`src/rtl/ttbr_pkg.sv`:
```
// Package: default geometry shared by the bit clock recovery modules.
// Assumes: one bit period is 2^ACC_W whole steps, each split in 2^FRAC_W parts.
package ttbr_pkg;
    localparam int unsigned TTBR_ACC_W    = 11;  // whole steps per bit: 2048
    localparam int unsigned TTBR_FRAC_W   = 8;   // fractional increment bits
    localparam int unsigned TTBR_PULL_SH  = 2;   // pull = error / 2^PULL_SH
    localparam int unsigned TTBR_BYTE_LEN = 8;   // bit strobes per byte strobe
endpackage

```
`src/rtl/ttbr_edge_det.sv`:
```
// Edge detector: flags a change of the sliced bit and the closing of the
// sync window, each relative to the value held at the previous clock edge.
// Assumes: inputs are already synchronous to clk.
module ttbr_edge_det (
    input  logic clk,
    input  logic rst_n,
    input  logic bit_i,
    input  logic win_i,
    output logic edge_o,
    output logic win_fall_o
);
    logic bit_q;
    logic win_q;

    // Hold the previous bit and window values for change detection.
    always_ff @(posedge clk) begin
        if (!rst_n) begin
            bit_q <= 1'b0;
            win_q <= 1'b0;
        end else begin
            bit_q <= bit_i;
            win_q <= win_i;
        end
    end

    // Transition of the sliced bit and closing of the window.
    always_comb begin
        edge_o     = bit_i ^ bit_q;
        win_fall_o = win_q & ~win_i;
    end
endmodule

```
`src/rtl/ttbr_phase_acc.sv`:
```
// Phase accumulator: adds the increment each clock, emits a registered strobe
// on wrap and, when asked, pulls the wrapped phase toward mid-bit.
// Assumes: inc_i is below one full period (bit rate below clock rate).
module ttbr_phase_acc #(
    parameter int unsigned ACC_W   = ttbr_pkg::TTBR_ACC_W,
    parameter int unsigned FRAC_W  = ttbr_pkg::TTBR_FRAC_W,
    parameter int unsigned PULL_SH = ttbr_pkg::TTBR_PULL_SH,
    localparam int unsigned PH_W   = ACC_W + FRAC_W
) (
    input  logic            clk,
    input  logic            rst_n,
    input  logic [PH_W-1:0] inc_i,
    input  logic            pull_en_i,
    output logic            carry_o,
    output logic            bit_stb_o
);
    localparam logic [PH_W-1:0] HALF_V = PH_W'(1) << (PH_W - 1);

    logic [PH_W-1:0]        acc_q;
    logic [PH_W:0]          sum_w;
    logic [PH_W-1:0]        base_w;
    logic signed [PH_W:0]   err_w;
    logic [PH_W-1:0]        pull_w;
    logic [PH_W-1:0]        acc_d;

    // Add the increment, split off the wrap and compute the mid-bit pull.
    always_comb begin
        sum_w   = {1'b0, acc_q} + {1'b0, inc_i};
        base_w  = sum_w[PH_W-1:0];
        carry_o = sum_w[PH_W];
        err_w   = $signed({1'b0, HALF_V}) - $signed({1'b0, base_w});
        pull_w  = PH_W'(err_w >>> PULL_SH);
        acc_d   = pull_en_i ? (base_w + pull_w) : base_w;
    end

    // Phase register and registered bit strobe.
    always_ff @(posedge clk) begin
        if (!rst_n) begin
            acc_q     <= '0;
            bit_stb_o <= 1'b0;
        end else begin
            acc_q     <= acc_d;
            bit_stb_o <= carry_o;
        end
    end

    AST_STB_ON_WRAP: assert property (@(posedge clk) disable iff (!rst_n)
        ((({1'b0, acc_q} + {1'b0, inc_i}) >> PH_W) != 0) |=> bit_stb_o);
    AST_FREE_RUN: assert property (@(posedge clk) disable iff (!rst_n)
        !pull_en_i |=> acc_q == PH_W'($past(acc_q) + $past(inc_i)));
endmodule

```
`src/rtl/ttbr_byte_cnt.sv`:
```
// Byte counter: armed when the sync window closes, it counts bit wraps and
// raises a registered byte strobe on every BYTE_LEN-th one.
// Assumes: carry_i is the same-cycle wrap that produces the bit strobe.
module ttbr_byte_cnt #(
    parameter int unsigned BYTE_LEN = ttbr_pkg::TTBR_BYTE_LEN,
    localparam int unsigned CNT_W   = (BYTE_LEN > 1) ? $clog2(BYTE_LEN) : 1
) (
    input  logic clk,
    input  logic rst_n,
    input  logic win_i,
    input  logic win_fall_i,
    input  logic carry_i,
    output logic byte_stb_o
);
    localparam logic [CNT_W-1:0] LAST_V = CNT_W'(BYTE_LEN - 1);

    logic             armed_q;
    logic [CNT_W-1:0] cnt_q;
    logic             last_w;

    // Final bit of a byte while counting.
    always_comb begin
        last_w = armed_q & ~win_i & carry_i & (cnt_q == LAST_V);
    end

    // Arm on window close, disarm inside the window, count wraps otherwise.
    always_ff @(posedge clk) begin
        if (!rst_n) begin
            armed_q    <= 1'b0;
            cnt_q      <= '0;
            byte_stb_o <= 1'b0;
        end else begin
            byte_stb_o <= last_w;
            if (win_i) begin
                armed_q <= 1'b0;
                cnt_q   <= '0;
            end else if (win_fall_i) begin
                armed_q <= 1'b1;
                cnt_q   <= '0;
            end else if (armed_q && carry_i) begin
                cnt_q   <= last_w ? '0 : cnt_q + 1'b1;
            end
        end
    end

    AST_NO_BYTE_IN_WIN: assert property (@(posedge clk) disable iff (!rst_n)
        byte_stb_o |-> !$past(win_i));
endmodule

```
`src/rtl/ttbr_bit_clock.sv`:
```
// Top: teletext bit clock recovery. Joins edge detection, the phase
// accumulator with mid-bit pull during the sync window, and the byte counter.
// Assumes: sync_win_i covers clock run-in and framing code only.
module ttbr_bit_clock #(
    parameter int unsigned ACC_W    = ttbr_pkg::TTBR_ACC_W,
    parameter int unsigned FRAC_W   = ttbr_pkg::TTBR_FRAC_W,
    parameter int unsigned PULL_SH  = ttbr_pkg::TTBR_PULL_SH,
    parameter int unsigned BYTE_LEN = ttbr_pkg::TTBR_BYTE_LEN,
    localparam int unsigned PH_W    = ACC_W + FRAC_W
) (
    input  logic            clk,
    input  logic            rst_n,
    input  logic            sliced_bit_i,
    input  logic            sync_win_i,
    input  logic [PH_W-1:0] inc_i,
    output logic            bit_stb_o,
    output logic            byte_stb_o
);
    logic edge_w;
    logic fall_w;
    logic pull_w;
    logic carry_w;

    // Pull only on a bit transition inside the sync window.
    always_comb begin
        pull_w = sync_win_i & edge_w;
    end

    ttbr_edge_det u_edge (
        .clk        (clk),
        .rst_n      (rst_n),
        .bit_i      (sliced_bit_i),
        .win_i      (sync_win_i),
        .edge_o     (edge_w),
        .win_fall_o (fall_w)
    );

    ttbr_phase_acc #(
        .ACC_W   (ACC_W),
        .FRAC_W  (FRAC_W),
        .PULL_SH (PULL_SH)
    ) u_acc (
        .clk       (clk),
        .rst_n     (rst_n),
        .inc_i     (inc_i),
        .pull_en_i (pull_w),
        .carry_o   (carry_w),
        .bit_stb_o (bit_stb_o)
    );

    ttbr_byte_cnt #(
        .BYTE_LEN (BYTE_LEN)
    ) u_byte (
        .clk        (clk),
        .rst_n      (rst_n),
        .win_i      (sync_win_i),
        .win_fall_i (fall_w),
        .carry_i    (carry_w),
        .byte_stb_o (byte_stb_o)
    );

    AST_BYTE_WITH_BIT: assert property (@(posedge clk) disable iff (!rst_n)
        byte_stb_o |-> bit_stb_o);
endmodule

```
`config.mk`:
```
export PLATFORM = sky130hd
export DESIGN_NAME = ttbr_bit_clock
export DESIGN_NICKNAME = d
export VERILOG_FILES = /design/src/rtl/ttbr_pkg.sv /design/src/rtl/ttbr_edge_det.sv /design/src/rtl/ttbr_phase_acc.sv /design/src/rtl/ttbr_byte_cnt.sv /design/src/rtl/ttbr_bit_clock.sv
export SDC_FILE = /design/constraint.sdc
export NUM_CORES = 1
export LEC_CHECK = 0
export ABC_AREA = 0
export BUFFER_PORTS_ARGS = -buffer_cell sky130_fd_sc_hd__buf_4
export CORE_ASPECT_RATIO = 0.75
export CORE_MARGIN = 2
export CORE_UTILIZATION = 45
export DETAILED_ROUTE_END_ITERATION = 12
export PLACE_DENSITY = 0.73
export SYNTH_ARGS = -nofsm -noshare
export SYNTH_HDL_FRONTEND = slang
export SYNTH_HIERARCHICAL = 1
export SYNTH_SLANG_ARGS = --single-unit
```
`constraint.sdc`:
```
create_clock -name clk -period 7.5 [get_ports clk]
set_input_delay 1.875 -clock clk [delete_from_list [all_inputs] [get_ports clk]]
set_output_delay 1.875 -clock clk [all_outputs]
set_load 0.03 [all_outputs]
```
==> results of run 1 <==
## critical path, delay by kind of cell
kind,cells,cell delay [ns]
AO/OA/AOI/OAI,9,2.24
XOR/XNOR,1,0.19
adder cells (fa/ha/maj),3,0.96
buffers and inverters,1,0.11
AND/OR/NAND/NOR,5,1.43
## path summary, 6_finish.rpt
kind                   from               to  slack, ns  cells after the start
min          u_byte/armed_q  u_byte/cnt_q[2]       0.59                      2
min reg2reg  u_byte/armed_q  u_byte/cnt_q[2]       0.59                      2
max reg2reg  u_acc/acc_q[0]  u_acc/acc_q[18]       2.24                     18
max                inc_i[0]  u_acc/acc_q[18]       0.85                     19
## stage by stage
stage / cells / cell area [sq um] / util [%] / hold slack, ns
2_1_floorplan: 367 / 3070 / - / 0.533
3_3_place_gp: 467 / 3320 / 49.5 / 0.560
3_5_place_dp: 467 / 3320 / 49.5 / 0.585
4_1_cts: 471 / 3360 / 50.2 / 0.600
5_1_grt: 471 / 3360 / 50.2 / 0.610
6_report: 471 / 3360 / 50.2 / 0.592
## sequential cells by signal, summed over array words and instances (netlist names)
register	cells
u_acc/acc_q	19
u_byte/armed_q	1
u_acc/bit_stb_o	1
u_byte/byte_stb_o	1
u_byte/cnt_q	3
u_edge/bit_q	1
u_edge/win_q	1
## cell type report
cell class              count  area [sq um]
multi-input cells         319          2440
fillers                   666          3340
repair buffers             24           180
inverters                  13          48.8
well taps                  84           105
flip-flops and latches     27           541
clock buffers               4          45.0
## synth_stat cells (4+ instances only)
library cell / instances / area [sq um]
ha_1: 39 / 488
nor2_1: 36 / 135
a21oi_1: 27 / 135
dfxtp_1: 27 / 541
xnor2_1: 22 / 193
nand2_1: 16 / 60.1
xor2_1: 14 / 123
inv_1: 13 / 48.8
a211oi_1: 11 / 82.6
a21o_1: 11 / 82.6
o21ai_0: 10 / 50.1
and2_1: 9 / 56.3
nor3_1: 9 / 45.0
o21a_1: 9 / 67.6
nand3_1: 8 / 40.0
o21bai_1: 8 / 60.1
clkbuf_1: 7 / 26.3
mux2i_1: 7 / 70.1
nand2b_1: 6 / 37.5
a211oi_2: 5 / 62.6
a31oi_1: 5 / 31.3
and3_1: 4 / 25.0
nor4_1: 4 / 25.0
o211ai_1: 4 / 30.0
## metal layers
layer,part of all wire (%),vias to the layer above
met3,4.5,6
met5,0,-
met1,53,1282
met2,41,58
li1,-,1411
met4,0.81,0
## cell usage in the layout, fill, tap and decap left out, drive strengths merged, types with 6 or more instances in the layout
master,instances
a211oi,16
a21o,11
a21oi,27
and2,11
buf,24
dfxtp,27
ha,39
inv,13
mux2i,7
nand2,16
nand2b,6
nand3,8
nor2,36
nor3,10
o21a,9
o21ai,11
o21bai,8
xnor2,23
xor2,14
## cell families after synthesis
family | count (synthesis) | share of synthesized area, %
buf+inv | 21 | 2.61
compound gates | 116 | 27.6
flops | 27 | 17.6
mux | 7 | 2.29
xor+xnor | 37 | 10.8
simple gates | 118 | 21.8
fa+ha+maj | 41 | 17.2
==> out/qor.yml, run 1 <==
logic_synthesis:
  yosysWarnings: 6
  synthCells: 367
  post_synth.cell_area_avg_sq_um: 8.35
  synthesis.nets: 431
  async_flop_share_pct: 0
  synth_edf_count: 0
  synthDistinctLibCells: 68
  ys_seq_area_share_pct: 17.6
  synth-seq-cells: 27
  syn_area_sq_um: 3070
  synth_ff_type: "dfxtp_1"
global_route:
  grt.met2_usage_pct: 28.5
  grtUsageMet3_pct: 2.20
  grt-ovfl-total: 0
  first_global_vias: 2409
  antenna_found_initial: 0
  grt_max_degree: 21
  gr-max-usage-layer: "met2"
  gr-usage-met1_pct: 28.5
  track_usage_pct: 18.6
  grt_pass1_wl_microns: 11400
floorplan:
  chipHeight_microns: 75.5
  fp-row-count: 26
  die_area_sq_um: 7500
  die_w_microns: 99.3
  start_util_pct: 45.7
  ioPinCount: 25
  core_area_sq_um: 6700
timing:
  finClkSkew_ns: 0.00273
  finalHoldViolCount: 0
  fin_crit_sh_pct: 88.6
  max_slew_margin_pct: 40.8
  worst_pin_slew_ns: 0.888
  final-setup-viol-count: 0
  max_freq_mhz: 150
  worst_slack_ns: 0.855
  min_period_ns: 6.65
  maxSlewViolCount: 0
  grt_setup_unrepaired: "false"
  tns_ns: 0
finish:
  syn_to_final_growth_pct: 9.76
  diodes: 0
  final_nets: 452
  drive_gt1_share_pct: 12.4
clock_tree:
  clockBufferDepth: 2
  cts.clk_slew.worst_paths_ns: 0.09
  cts_root_buffer: "clkbuf_8"
  post_cts_buffers: 0
  clk-insertion-delay-late_ns: 0.27
  tritoncts: "yes"
  cts-buffers-inserted: 3
  htree_levels: 1
  cts_resized: 0
  cts.sink_count: 27
  postCtsHoldBufs: 0
detailed_routing:
  vias: 2757
  routedWlPerCell_microns: 14.6
  dr.pass1.iters: 4
  drc: 0
  drt_iter0_markers: 126
  drt-total-wl_microns: 6890
  final_antenna_net_count: 0
  viasPerCell: 5.85
flow_run:
  max_cap_viol_count: 0
setup_path:
  timing_worst_setup_path_type: "input port to flop"
  critPathSlowestCell: "a221o_1"
  worst-endpoint-arrival_ns: 6.81
  max_stage_delay_ns: 0.47
  critPathRequiredTime_ns: 7.66
  worstPathMaxFanout: 5
  cp-start-kind: "input port"
  cp-end-kind: "flop"
  crit_chain: "buf_4, ha_1, fa_1, and3_1, or3_1, a221o_1, or3_1, nor3_1, nand2b_1, xnor2_1, ha_1, a21o_1, a21o_1, a21o_1, a21oi_1, a21boi_1, o311a_1, o31a_1, o311a_1"
  cp_common_cell: "a21o_1"
place:
  dpl_worst_slack_ns: 0.655
  port_buffers: 24
  hpwlAfterDp_microns: 5470
  gp_congestion: 0.857
status:
  status: "completed"
hold_path:
  min_path_type: "flop to flop"
Power of run 1 is left out: the tool's default activity adds up to more than one toggle a clock period on the data nets, which glitch-free logic cannot reach.
==> inputs of run 2 (changes only) <==
--- a/config.mk
+++ b/config.mk
@@ -14,5 +14,4 @@
 export PLACE_DENSITY = 0.73
 export SYNTH_ARGS = -nofsm -noshare
 export SYNTH_HDL_FRONTEND = slang
-export SYNTH_HIERARCHICAL = 1
 export SYNTH_SLANG_ARGS = --single-unit
==> run 2 against run 1 <==
First-iteration DRC count rose by 83%. Non-clock buffer count did not move. Global-route usage rose by 1.4 points. Synthesized cell count rose by 8.4%. Routed wire length rose by 6.9%. Cell count rose by 6.2%. Hold slack got worse by 0.11 ns. Clock skew rose by 0.011 ns. Sequential share of layout area fell by 0.22 points. Highest routed layer unchanged.
==> out/qor.yml, run 2 <==
setup_path:
  critPathRequiredTime_ns: 7.71  # +0.05 ns
  worst-endpoint-arrival_ns: 6.89  # +0.08 ns
  r2r_end: "u_acc.acc_q[17]"
  cp-end-kind: "flop"
  crit_end: "u_acc.acc_q[17]"
  r2r_setup_slack_ns: 2.20  # -0.04 ns
  timing_worst_setup_path_type: "input port to flop"
  reg2reg_depth: 16  # -2
  crit_start: "inc_i[0]"
  cp-start-kind: "input port"
  r2r_start: "u_acc.acc_q[0]"
  worstPathMaxFanout: 7  # +2
floorplan:
  die_w_microns: 100  # +0.82%
  core_area_sq_um: 6770  # +0.97%
  die_area_sq_um: 7620  # +1.6%
  start_util_pct: 46.1  # +0.34 points
  chipHeight_microns: 76.1  # +0.81%
  fp-row-count: 26  # unchanged
  ioPinCount: 25  # unchanged
timing:
  max_slew_margin_pct: 40.8  # about the same
  fin_crit_sh_pct: 89.1  # +0.52 points
  tns_ns: 0  # unchanged
  finClkSkew_ns: 0.0136  # +0.0108 ns
  min_period_ns: 6.68  # +0.0390 ns
  worst_pin_slew_ns: 0.886  # -0.00188 ns
  grt_setup_unrepaired: "false"
  finalHoldViolCount: 0  # unchanged
  max_freq_mhz: 150  # -0.58%
  maxSlewViolCount: 0  # unchanged
  final-setup-viol-count: 0  # unchanged
logic_synthesis:
  synthDistinctLibCells: 54  # -21%
  synth-seq-cells: 27  # unchanged
  netlist.top_cell.by_area: "dfxtp_1"
  synthesis.nets: 462  # +7.2%
  synthCells: 398  # +8.4%
  yosysWarnings: 0  # -6
  yosys.area.top_type_share_pct: 17.3  # -0.30 points
  ys_seq_area_share_pct: 17.3  # -0.30 points
  post_synth.cell_area_avg_sq_um: 7.83  # -6.2%
  yosys.cell_count.top_type: "nand2_1"
  syn_area_sq_um: 3120  # +1.7%
  synth_common_cells: "nand2_1 (40), ha_1 (39), nor2_1 (31), a21oi_1 (30), o21ai_0 (28)"
  synth_ff_type: "dfxtp_1"
  async_flop_share_pct: 0  # unchanged
  synth.top_cells.by_area: "dfxtp_1 (17%), ha_1 (16%), xor2_1 (5.6%), a21oi_1 (4.8%), nand2_1 (4.8%)"
  synth_edf_count: 0  # unchanged
place:
  gp_congestion: 0.857  # unchanged
  port_buffers: 24  # unchanged
  hpwlAfterDp_microns: 5970  # +9.3%
detailed_routing:
  vias: 2966  # +7.6%
  viasPerCell: 5.93  # +1.3%
  dr.pass1.iters: 4  # unchanged
  drt_iter0_markers: 230  # +83%
  drt-total-wl_microns: 7370  # +6.9%
  drc: 0  # unchanged
  routedWlPerCell_microns: 14.7  # +0.69%
  final_antenna_net_count: 0  # unchanged
finish:
  final_nets: 481  # +6.4%
  diodes: 0  # unchanged
  layout.cells.most_common: "nand2_1"
  mostFrequentLayoutCells: "nand2_1 (40), ha_1 (39), nor2_1 (31), a21oi_1 (30), o21ai_0 (28)"
  largestRegisters: "u_acc.acc_q: 19 flops, u_byte.cnt_q: 3 flops"
  syn_to_final_growth_pct: 9.39
  regMostFlops: "u_acc.acc_q"
  largest_reg_flops: 19  # unchanged
  drive_gt1_share_pct: 9.62  # -2.8 points
clock_tree:
  clockBufferDepth: 2  # unchanged
  cts-buffers-inserted: 3  # unchanged
  postCtsHoldBufs: 0  # unchanged
  cts_root_buffer: "clkbuf_8"
  cts.sink_count: 27  # unchanged
  post_cts_buffers: 0  # unchanged
  tritoncts: "yes"
  htree_levels: 1  # unchanged
  clk-insertion-delay-late_ns: 0.28  # about the same
  cts_resized: 0  # unchanged
  cts.clk_slew.worst_paths_ns: 0.10  # about the same
flow_run:
  max_cap_viol_count: 0  # unchanged
global_route:
  grt-ovfl-total: 0  # unchanged
  grt_pass1_wl_microns: 12800  # +12%
  grt_max_degree: 32  # +52%
  first_global_vias: 2725  # +13%
  track_usage_pct: 20.0  # +1.4 points
  antenna_found_initial: 0  # unchanged
status:
  status: "completed"
hold_path:
  min_path_type: "flop to flop"
[run 2: kinds of logic (layout without fill, tap and decap cells)]
group                    count (synthesis)  after routing  share of synthesized area [%]
AO/OA/AOI/OAI                          128            128                           28.3
XOR/XNOR                                38             38                           10.9
adder cells (fa/ha/maj)                 41             41                           16.9
buffers and inverters                   19             37                           2.33
flip-flops                              27             27                           17.3
multiplexers                             1              1                          0.321
AND/OR/NAND/NOR                        144            144                           23.9
[run 2: worst min-delay path by stage]
stage                                from               to  slack, ns  cells past startpoint
final                        u_edge.win_q   u_byte.armed_q       0.48                      2
after CTS                    u_edge.win_q   u_byte.armed_q       0.49                      2
after global routing         u_edge.win_q   u_byte.armed_q       0.50                      2
after global placement    u_byte.cnt_q[1]  u_byte.cnt_q[1]       0.46                      2
after detailed placement     u_edge.win_q   u_byte.armed_q       0.47                      2
after floorplan           u_byte.cnt_q[1]  u_byte.cnt_q[1]       0.45                      2
[run 2: per-layer routing]
layer	GRT usage (%)	wire, microns
met3	1.93	329
met2	28.6	3020
met4	2.60	31
met1	32.5	3980
met5	0	0
[run 2: area by class of cell]
type | instances | area, sq um
fill | 627 | 3360
multi-input combinational | 352 | 2500
sequential | 27 | 541
timing repair buffer | 24 | 180
tap | 84 | 105
clock buffer | 3 | 41.3
inverter | 9 | 33.8
clock inverter | 1 | 5.00
[run 2: per-stage QoR]
stage          worst slack, ns  instances  instance area [sq um]  util, %  hold WS [ns]
3_5_place_dp             0.562        496                   3360     49.7         0.472
4_1_cts                  0.857        500                   3410     50.4         0.487
3_3_place_gp             0.763        496                   3360     49.7         0.459
2_1_floorplan             1.17        398                   3120        -         0.447
6_report                 0.816        500                   3410     50.4         0.482
5_1_grt                  0.505        500                   3410     50.4         0.502
[run 2: worst max-delay path, stage by stage]
cell       delay [ns]
buf_4            0.11
ha_1             0.21
fa_1             0.57
or3b_1           0.42
or4_4            0.44
a2bb2oi_4        0.23
o2111ai_4        0.18
nor4_4           0.38
nand4bb_1        0.31
or3_4            0.47
or3_1            0.32
nand2_1          0.11
ha_1             0.26
and4_1           0.16
a2111oi_0        0.58
a21oi_1          0.09
a211oi_1         0.17
Power of run 2 is left out for the same reason.
==> inputs of run 3 (changes only) <==
--- a/config.mk
+++ b/config.mk
@@ -9,9 +9,9 @@
 export BUFFER_PORTS_ARGS = -buffer_cell sky130_fd_sc_hd__buf_4
 export CORE_ASPECT_RATIO = 0.75
 export CORE_MARGIN = 2
-export CORE_UTILIZATION = 45
+export CORE_UTILIZATION = 30
 export DETAILED_ROUTE_END_ITERATION = 12
-export PLACE_DENSITY = 0.73
+export PLACE_DENSITY = 0.57
 export SYNTH_ARGS = -nofsm -noshare
 export SYNTH_HDL_FRONTEND = slang
 export SYNTH_SLANG_ARGS = --single-unit
==> constraint.sdc (replaced) <==
create_clock -name clk -period 6.1 [get_ports clk]
set_input_delay 1.525 -clock clk [delete_from_list [all_inputs] [get_ports clk]]
set_output_delay 1.525 -clock clk [all_outputs]
set_load 0.03 [all_outputs]
==> run 3 against run 2 <==
Sequential share of layout area decreased by 1.2 points. Die area increased by 47%. Via count decreased by 0.64%. Flip-flop and latch count unchanged. Cell area increased by 8.5%. Clock skew decreased by 0.010 ns. Routed wire length increased by 6.4%. Critical path type unchanged. Highest routed layer unchanged.
==> out/qor.yml, run 3 (synthesis gave the netlist of run 2 again) <==
setup_path:
  cp-end-kind: "flop"
  critPathSlowestCell: "fa_1"
  worstPathMaxFanout: 3  # -4
  r2r_setup_slack_ns: 1.41  # -0.79 ns
  timing_worst_setup_path_type: "input port to flop"
  critPathRequiredTime_ns: 6.28  # -1.43 ns
  crit_chain: "buf_4, ha_1, fa_1, or3b_1, or4_4, a2bb2oi_4, o2111ai_4, buf_4, o21ai_0, a21boi_0, ha_1, a21oi_1, o21ai_1, nand3_1, o311a_1, a21oi_1, and4_1, a2111oi_1, buf_4, a21oi_1, a211oi_1"
  max_stage_delay_ns: 0.47  # -0.11 ns
  cp_num_buf_inv: 3  # +2
  worst-endpoint-arrival_ns: 5.96  # -0.93 ns
  crit_family: "compound AO/OA/AOI/OAI gates"
  cp-start-kind: "input port"
timing:
  grt_setup_unrepaired: "false"
  finalHoldViolCount: 0  # unchanged
  fin_crit_sh_pct: 94.7
  worst_slack_ns: 0.326  # -0.490 ns
  maxSlewViolCount: 0  # unchanged
  worst_pin_slew_ns: 0.722  # -0.165 ns
  max_slew_margin_pct: 51.5  # +11 points
  max_freq_mhz: 173
  final-setup-viol-count: 0  # unchanged
  finClkSkew_ns: 0.00333  # -0.0102 ns
  min_period_ns: 5.77
  worst_hold_slack_ns: 0.473  # -0.00870 ns
finish:
  fin_cells: 575  # +15%
  syn_to_final_growth_pct: 18.7
  mostFrequentLayoutCells: "buf_4 (47), nand2_1 (40), ha_1 (39), nor2_1 (31), a21oi_1 (30)"
  diodes: 0  # unchanged
  final_nets: 504  # +4.8%
  layout.cells.most_common: "buf_4"
  drive_gt1_share_pct: 15.0  # +5.4 points
  post-route-cell-area_sq_um: 3700  # +8.5%
  largest_reg_flops: 19  # unchanged
  largestRegisters: "u_acc.acc_q: 19 flops, u_byte.cnt_q: 3 flops"
  regMostFlops: "u_acc.acc_q"
detailed_routing:
  vias: 2947  # -0.64%
  top_layer: "met4"
  route.met3.wl_microns: 156  # -53%
  wl_met1_microns: 4450  # +12%
  drt_iter0_markers: 199  # -13%
  dr_wl_met2_microns: 3180  # +5.4%
  drc: 0  # unchanged
  final_antenna_net_count: 0  # unchanged
  routedWlPerCell_microns: 13.6  # -7.5%
  dr.pass1.iters: 4  # unchanged
  drt-total-wl_microns: 7830  # +6.4%
  viasPerCell: 5.13  # -14%
clock_tree:
  post_cts_buffers: 0  # unchanged
  htree_levels: 1  # unchanged
  cts.clk_slew.worst_paths_ns: 0.07  # -0.03 ns
  cts.sink_count: 27  # unchanged
  cts-buffers-inserted: 3  # unchanged
  tritoncts: "yes"
  clockBufferDepth: 2  # unchanged
  cts_root_buffer: "clkbuf_16"
  clk-insertion-delay-late_ns: 0.26  # -0.02 ns
floorplan:
  ioPinCount: 25  # unchanged
  start_util_pct: 30.5  # -16 points
  core_area_sq_um: 10200  # +51%
  die_area_sq_um: 11200  # +47%
  fp-row-count: 32  # +23%
  chipHeight_microns: 92.3  # +21%
  die_w_microns: 122  # +22%
place:
  placed_cells: 571  # +15%
  port_buffers: 24  # unchanged
  hpwlAfterDp_microns: 6350  # +6.4%
  dpl_worst_slack_ns: -0.0370  # -0.599 ns
  gp_congestion: 0.850  # -0.84%
  placed_area_sq_um: 3600  # +7.1%
global_route:
  grt_max_degree: 32  # unchanged
  grt_pass1_wl_microns: 13400  # +4.6%
  first_global_vias: 2795  # +2.6%
  grt-ovfl-total: 0  # unchanged
  track_usage_pct: 14.5  # -5.4 points
  antenna_found_initial: 0  # unchanged
hold_path:
  min_path_type: "flop to flop"
flow_run:
  max_cap_viol_count: 0  # unchanged
status:
  status: "completed"
==> run 3: worst register-to-register path, stage by stage, from the launching register on <==
cell and delay, ns:
dfxtp_1 0.30, ha_1 0.21, fa_1 0.47, or3b_1 0.38, or4_4 0.44, a2bb2oi_4 0.19, o2111ai_4 0.15, buf_4 0.18
o21ai_0 0.14, a21boi_0 0.21, ha_1 0.27, a21oi_1 0.16, o21ai_1 0.13, nand3_1 0.11, o311a_1 0.22, a21oi_1 0.10
and4_1 0.21, a2111oi_1 0.37, buf_4 0.18, a21oi_1 0.03, a211oi_1 0.17
==> run 3: path summary, 6_finish.rpt <==
| kind | start | to | depth (start not counted) |
|---|---|---|---|
| worst max-delay path | inc_i[0] | u_acc.acc_q[17] | 21 |
| worst min-delay path | u_byte.cnt_q[2] | u_byte.cnt_q[2] | 2 |
| worst max register to register | u_acc.acc_q[0] | u_acc.acc_q[17] | 20 |
| worst min register to register | u_byte.cnt_q[2] | u_byte.cnt_q[2] | 2 |
==> run 3: repair_timing <==
item	4_1_cts	5_1_grt
gates resized for setup	0	5
setup endpoints to repair	0	3
hold buffers	0	0
==> run 3: per-layer routing <==
layer	vias up	track usage (%)
met2	34	21.3
li1	1549	-
met1	1362	22.9
met4	0	3.16
met5	-	0
met3	2	0.985
==> run 3: layout make-up <==
| type | instances | area, sq um |
|---|---|---|
| well taps | 136 | 170 |
| clock inverters | 1 | 7.51 |
| inverters | 9 | 33.8 |
| repair buffers | 47 | 353 |
| flip-flops and latches | 27 | 541 |
| clock buffers | 3 | 75.1 |
| fillers | 1041 | 6510 |
| multi-input cells | 352 | 2520 |
==> run 3: stage by stage <==
stage          setup TNS [ns]  utilization, %
2_1_floorplan               0               -
3_3_place_gp                0            35.3
3_5_place_dp          -0.0370            35.3
4_1_cts                     0            36.1
5_1_grt                     0            36.3
6_report                    0            36.3
Power of run 3 is left out for the same reason.
